## src/rtl/gpio_irq_pkg.sv

```systemverilog
package gpio_irq_pkg;

    localparam int PIN_COUNT  = 32;
    localparam int GROUP_W    = 8;
    localparam int REG_AW     = 2;

    typedef enum logic [1:0] {
        TRIG_ANY     = 2'b00,
        TRIG_RISE    = 2'b01,
        TRIG_FALL    = 2'b10,
        TRIG_ANY_ALT = 2'b11
    } trig_e;

    typedef enum logic [REG_AW-1:0] {
        RA_ENABLE  = 2'd0,
        RA_MODE_LO = 2'd1,
        RA_MODE_HI = 2'd2,
        RA_FLAGS   = 2'd3
    } reg_addr_e;

    // One pin's two most recent samples
    typedef struct packed {
        logic cur;
        logic prv;
    } pin_pair_t;

    function automatic logic trig_match(input logic [1:0] mode, input pin_pair_t s);
        logic r;
        case (mode)
            TRIG_RISE: r = s.cur & ~s.prv;
            TRIG_FALL: r = ~s.cur & s.prv;
            default:   r = s.cur ^ s.prv;
        endcase
        return r;
    endfunction

endpackage

```

## src/rtl/gpio_cfg_regs.sv

```systemverilog
module gpio_cfg_regs
    import gpio_irq_pkg::*;
#(
    parameter int N = PIN_COUNT
) (
    input  logic              clk,
    input  logic              rst,
    input  logic              wr_en,
    input  logic [REG_AW-1:0] wr_addr,
    input  logic [N-1:0]      wr_data,
    output logic [N-1:0]      en_o,
    output logic [2*N-1:0]    mode_o
);
    logic [N-1:0] en_q;
    logic [N-1:0] mode_lo_q;
    logic [N-1:0] mode_hi_q;

    always_ff @(posedge clk) begin
        if (rst) begin
            en_q      <= '0;
            mode_lo_q <= '0;
            mode_hi_q <= '0;
        end else if (wr_en) begin
            case (reg_addr_e'(wr_addr))
                RA_ENABLE:  en_q      <= wr_data;
                RA_MODE_LO: mode_lo_q <= wr_data;
                RA_MODE_HI: mode_hi_q <= wr_data;
                default: ;
            endcase
        end
    end

    assign en_o   = en_q;
    assign mode_o = {mode_hi_q, mode_lo_q};
endmodule

```

## src/rtl/gpio_edge_det.sv

```systemverilog
module gpio_edge_det
    import gpio_irq_pkg::*;
#(
    parameter int N = PIN_COUNT
) (
    input  logic           clk,
    input  logic           rst,
    input  logic           smp_en,
    input  logic [N-1:0]   pin_i,
    input  logic [2*N-1:0] mode_i,
    output logic [N-1:0]   hit_o,
    output logic [N-1:0]   cur_o,
    output logic [N-1:0]   prv_o
);
    localparam int PRIME_W = 2;

    logic [N-1:0]       cur_q;
    logic [N-1:0]       prv_q;
    logic [PRIME_W-1:0] prime_q;
    logic               armed;

    always_ff @(posedge clk) begin
        if (rst) begin
            cur_q   <= '0;
            prv_q   <= '0;
            prime_q <= '0;
        end else if (smp_en) begin
            cur_q   <= pin_i;
            prv_q   <= cur_q;
            prime_q <= {prime_q[PRIME_W-2:0], 1'b1};
        end
    end

    assign armed = prime_q[PRIME_W-1];

    for (genvar i = 0; i < N; i++) begin : g_pin
        pin_pair_t pair;
        assign pair     = '{cur: cur_q[i], prv: prv_q[i]};
        assign hit_o[i] = armed & trig_match(mode_i[2*i +: 2], pair);
    end

    assign cur_o = cur_q;
    assign prv_o = prv_q;
endmodule

```

## src/rtl/gpio_flag_bank.sv

```systemverilog
module gpio_flag_bank
    import gpio_irq_pkg::*;
#(
    parameter int N = PIN_COUNT
) (
    input  logic         clk,
    input  logic         rst,
    input  logic         set_en,
    input  logic [N-1:0] hit_i,
    input  logic         clr_we,
    input  logic [N-1:0] keep_mask,
    output logic [N-1:0] flag_o
);
    logic [N-1:0] flag_q;
    logic [N-1:0] kept;
    logic [N-1:0] setv;

    always_comb begin
        kept = clr_we ? (flag_q & keep_mask) : flag_q;
        setv = set_en ? hit_i : '0;
    end

    always_ff @(posedge clk) begin
        if (rst) flag_q <= '0;
        else     flag_q <= kept | setv;
    end

    assign flag_o = flag_q;
endmodule

```

## src/rtl/gpio_group_or.sv

```systemverilog
module gpio_group_or
    import gpio_irq_pkg::*;
#(
    parameter int N = PIN_COUNT,
    parameter int G = GROUP_W
) (
    input  logic [N-1:0]   flag_i,
    input  logic [N-1:0]   en_i,
    output logic [N/G-1:0] req_o
);
    localparam int NG = N / G;

    for (genvar g = 0; g < NG; g++) begin : g_grp
        assign req_o[g] = |(flag_i[g*G +: G] & en_i[g*G +: G]);
    end
endmodule

```

## src/rtl/gpio_chg_irq.sv

```systemverilog
module gpio_chg_irq
    import gpio_irq_pkg::*;
#(
    parameter int NUM_PINS   = PIN_COUNT,
    parameter int GROUP_SIZE = GROUP_W,
    localparam int NUM_GROUPS = NUM_PINS / GROUP_SIZE
) (
    input  logic                  clk,
    input  logic                  rst,
    input  logic                  clk_en,
    input  logic [NUM_PINS-1:0]   pin_in,
    input  logic                  wr_en,
    input  logic [REG_AW-1:0]     wr_addr,
    input  logic [NUM_PINS-1:0]   wr_data,
    input  logic [REG_AW-1:0]     rd_addr,
    output logic [NUM_PINS-1:0]   rd_data,
    output logic [NUM_GROUPS-1:0] irq_o
);
    logic [NUM_PINS-1:0]   en_q;
    logic [2*NUM_PINS-1:0] mode_q;
    logic [NUM_PINS-1:0]   hit_w;
    logic [NUM_PINS-1:0]   cur_w;
    logic [NUM_PINS-1:0]   prv_w;
    logic [NUM_PINS-1:0]   flag_q;
    logic                  flag_wr;

    assign flag_wr = wr_en && (reg_addr_e'(wr_addr) == RA_FLAGS);

    gpio_cfg_regs #(.N(NUM_PINS)) u_cfg (
        .clk     (clk),
        .rst     (rst),
        .wr_en   (wr_en),
        .wr_addr (wr_addr),
        .wr_data (wr_data),
        .en_o    (en_q),
        .mode_o  (mode_q)
    );

    gpio_edge_det #(.N(NUM_PINS)) u_det (
        .clk    (clk),
        .rst    (rst),
        .smp_en (clk_en),
        .pin_i  (pin_in),
        .mode_i (mode_q),
        .hit_o  (hit_w),
        .cur_o  (cur_w),
        .prv_o  (prv_w)
    );

    gpio_flag_bank #(.N(NUM_PINS)) u_flags (
        .clk       (clk),
        .rst       (rst),
        .set_en    (clk_en),
        .hit_i     (hit_w),
        .clr_we    (flag_wr),
        .keep_mask (wr_data),
        .flag_o    (flag_q)
    );

    gpio_group_or #(.N(NUM_PINS), .G(GROUP_SIZE)) u_grp (
        .flag_i (flag_q),
        .en_i   (en_q),
        .req_o  (irq_o)
    );

    always_comb begin
        case (reg_addr_e'(rd_addr))
            RA_ENABLE:  rd_data = en_q;
            RA_MODE_LO: rd_data = mode_q[NUM_PINS-1:0];
            RA_MODE_HI: rd_data = mode_q[2*NUM_PINS-1:NUM_PINS];
            default:    rd_data = flag_q;
        endcase
    end
endmodule

```

## config.mk

```make
export PLATFORM = sky130hd
export DESIGN_NAME = gpio_chg_irq
export DESIGN_NICKNAME = d
export VERILOG_FILES = /design/src/rtl/gpio_irq_pkg.sv /design/src/rtl/gpio_cfg_regs.sv /design/src/rtl/gpio_edge_det.sv /design/src/rtl/gpio_flag_bank.sv /design/src/rtl/gpio_group_or.sv /design/src/rtl/gpio_chg_irq.sv
export SDC_FILE = /design/constraint.sdc
export NUM_CORES = 1
export LEC_CHECK = 0
export BUFFER_PORTS_ARGS = -buffer_cell sky130_fd_sc_hd__buf_2
export CORE_MARGIN = 2
export CORE_UTILIZATION = 55
export CTS_BUF_LIST = sky130_fd_sc_hd__clkbuf_4 sky130_fd_sc_hd__clkbuf_8
export CTS_CLUSTER_DIAMETER = 30
export DETAILED_ROUTE_END_ITERATION = 7
export PLACE_DENSITY = 0.87
export SKIP_CTS_REPAIR_TIMING = 1
export SLEW_MARGIN = 30
export SYNTH_ARGS = -nofsm -noshare
export SYNTH_HDL_FRONTEND = slang
export SYNTH_SLANG_ARGS = --single-unit
```

## constraint.sdc

```tcl
create_clock -name clk -period 1.3 [get_ports clk]
set_input_delay 0.065 -clock clk [delete_from_list [all_inputs] [get_ports clk]]
set_output_delay 0.065 -clock clk [all_outputs]
set_load 0.03 [all_outputs]
```

==> impl_metrics.json <==
{
  "final_common_cell": "nand2_1",
  "reg2reg_depth": 5,
  "clk_pin_slew_ps": 100,
  "die_area_um2": 19800,
  "synth_fp_nets": 1323,
  "drv_cap": 0,
  "grt_overflow": 0,
  "drtAntennaViolNets": 0,
  "vias_per_cell": 6.27,
  "antenna_found_initial": 0,
  "clock_sinks": 194,
  "drt_pre_antenna_iters": 6,
  "setup_ws_ps": -370,
  "path_cells": "buf_6 > mux4_2 > buf_6",
  "path_buf_inv": 2,
  "fp.dieW_um": 141,
  "grt_use_total_pct": 27.9,
  "fin_area_um2": 13300,
  "area_growth_pct": 29.3,
  "crit_start": "u_cfg.mode_hi_q[12]",
  "fin_skew_ps": 14.2,
  "cts_tree": "yes",
  "hold_viol": 0,
  "outcome": "complete, but fails checks",
  "yosysUniqueCellTypes": 26,
  "die_y_um": 141,
  "syn_area_um2": 10300,
  "layout.nets": 1511,
  "fillers": 1102,
  "p_int_w": 0.00909,
  "yosysSeqAreaShare_pct": 37.8,
  "cp_top_family": "multiplexers",
  "layout_common_cells": "nand2_1 (223), inv_1 (118), ha_1 (110)",
  "drc": 0,
  "hp-start": "wr_en",
  "cts_root_buffer": "clkbuf_8",
  "clock.fmax_mhz": 599,
  "netlist_instances": 1123,
  "grt_max_degree": 114,
  "seq_power_share_pct": 50.5,
  "cp-start-kind": "flop",
  "setup_violations": 41,
  "arrival_ps": 1600,
  "cp_common_cell": "buf_6",
  "cts_buffers": 17,
  "cp.depth": 3,
  "routabilityCongestion": 0.859,
  "clockBufferDepth": 2,
  "clkPwrFrac_pct": 34.2,
  "ys_seq_elements": 194,
  "io_pins": 108,
  "maxSlewViolCount": 0,
  "max_stage_delay_ps": 490,
  "r2r-start": "u_det.cur_o[10]",
  "p_sw_w": 0.00356,
  "clk_latency_ps": 490,
  "peakVddDrop_v": 0.000810,
  "wl_um": 33400,
  "dp_slack_ps": -39.1,
  "synth.avg_cell_area_um2": 9.14,
  "critical_path.max_fanout": 3,
  "hpwlAfterDp_um": 19000,
  "post-route-util_pct": 73.1,
  "tightest_slew_ps": 524,
  "criticalPathCategory": "flop to primary output",
  "grt_pass1_wl_um": 43800,
  "routedWlPerCell_um": 21.5,
  "final.setup.tns_ps": -10230,
  "period_share_pct": 128,
  "drive_above_1_share_pct": 30.4,
  "whs_path_depth": 3,
  "hold_path.class": "primary input to flop",
  "cellPowerDensity_nw_per_um2": 953,
  "cp_slowest_cell": "mux4_2",
  "num_rows": 49,
  "initial_core_util_pct": 56.5,
  "vias": 9739,
  "comb_power_share_pct": 15.3,
  "end_kind": "primary output",
  "core_um2": 18100,
  "switching_share_pct": 28.1,
  "maxSlewHeadroom_pct": 65.0,
  "drtIter0Drc": 1052,
  "placed_cell_area_um2": 11200,
  "violations": "negative setup slack",
  "ys_warn_count": 0,
  "numPortBuffers": 107,
  "htree_levels": 4,
  "period_needed_ps": 1670,
  "p_leak_nw": 5.52,
  "crit_required_ps": 1240,
  "grt_pass1_vias": 8679,
  "grt_setup_unrepaired": "yes"
}
Yosys cell counts:
| master | instances | share of area [%] |
|---|---|---|
| nand3b_1 | 3 | 0.22 |
| nor2_1 | 67 | 2.5 |
| nor3b_2 | 1 | 0.12 |
| mux4_2 | 32 | 7.0 |
| buf_2 | 28 | 1.4 |
| and3b_1 | 2 | 0.17 |
| a221o_1 | 1 | 0.098 |
| buf_1 | 3 | 0.11 |
| a22oi_1 | 16 | 1.2 |
| or3b_1 | 1 | 0.085 |
| clkbuf_1 | 21 | 0.77 |
| a32o_1 | 1 | 0.098 |
| buf_4 | 9 | 0.66 |
| o211ai_1 | 31 | 2.3 |
| nand2_1 | 223 | 8.2 |
| inv_1 | 129 | 4.7 |
| a211o_1 | 31 | 2.6 |
| a21oi_1 | 97 | 4.7 |
| ha_1 | 128 | 16 |
| buf_6 | 3 | 0.33 |
| mux2i_1 | 65 | 6.3 |
| nand4b_1 | 1 | 0.085 |
| a221oi_1 | 31 | 2.6 |
| nand4_1 | 4 | 0.24 |
| dfxtp_1 | 194 | 38 |
| nand3_1 | 1 | 0.049 |
flip-flops by register name (all words and copies together), names as in the netlist:
register	flops
u_flags.flag_o	32
u_det.cur_o	32
u_det.prime_q	2
u_cfg.en_o	32
u_det.prv_o	32
u_cfg.mode_hi_q	32
u_cfg.mode_lo_q	32
cells by family after synthesis:
kind of cell | share of synthesized area, %
and+or+nand+nor | 11.6
muxes | 13.4
adders and majority gates | 15.6
AOI/OAI and AO/OA | 13.7
DFF | 37.8
buffers and inverters | 7.95
worst reg2reg max path: cells and delay by family (launching register included):
family | cells | cell delay, ps
flip-flops | 1 | 480
adder cells (fa/ha/maj) | 1 | 240
buffers and inverters | 1 | 120
AO/OA/AOI/OAI | 2 | 440
AND/OR/NAND/NOR | 1 | 50
power groups by stage:
stage | logic, W | registers (W) | clock network, W
2_1_floorplan | 0.000959 | 0.00643 | 0
3_3_place_gp | 0.00141 | 0.00648 | 0
3_5_place_dp | 0.00146 | 0.00650 | 0
4_1_cts | 0.00148 | 0.00636 | 0.00428
5_1_grt | 0.00206 | 0.00641 | 0.00454
6_report | 0.00193 | 0.00639 | 0.00432
metal layers:
layer	track usage (%)	part of all wire, %	vias to the layer above
met3	5.54	9.7	223
li1	-	-	4202
met4	13.2	6.3	0
met5	0	0	-
met1	34.5	36	4557
met2	47.2	48	757
final timing paths:
check | end | slack (ps)
max | rd_data[12] | -370
min | u_flags.flag_o[31] | 20
min reg2reg | u_cfg.mode_hi_q[29] | 480
max reg2reg | u_flags.flag_o[10] | -110
stage by stage:
stage                     power, W  hold slack, ps  std cells
final                       0.0126            17.3       1554
after global routing        0.0130            20.5       1553
after CTS                   0.0121            -202       1469
after detailed placement   0.00796             307       1437
after global placement     0.00788             297       1437
after floorplan            0.00739             201       1123
area by class of cell:
class	instances	area, um2	share of cell area, %
diodes	1	2.50	0.0189
clock buffers	21	277	2.08
clock inverters	11	151	1.14
inverters	129	487	3.67
multi-input cells	736	5990	45.2
flip-flops and latches	194	4050	30.5
well taps	229	287	2.16
repair buffers	233	2020	15.3
No activity file was read; power rests on OpenSTA's default activity.
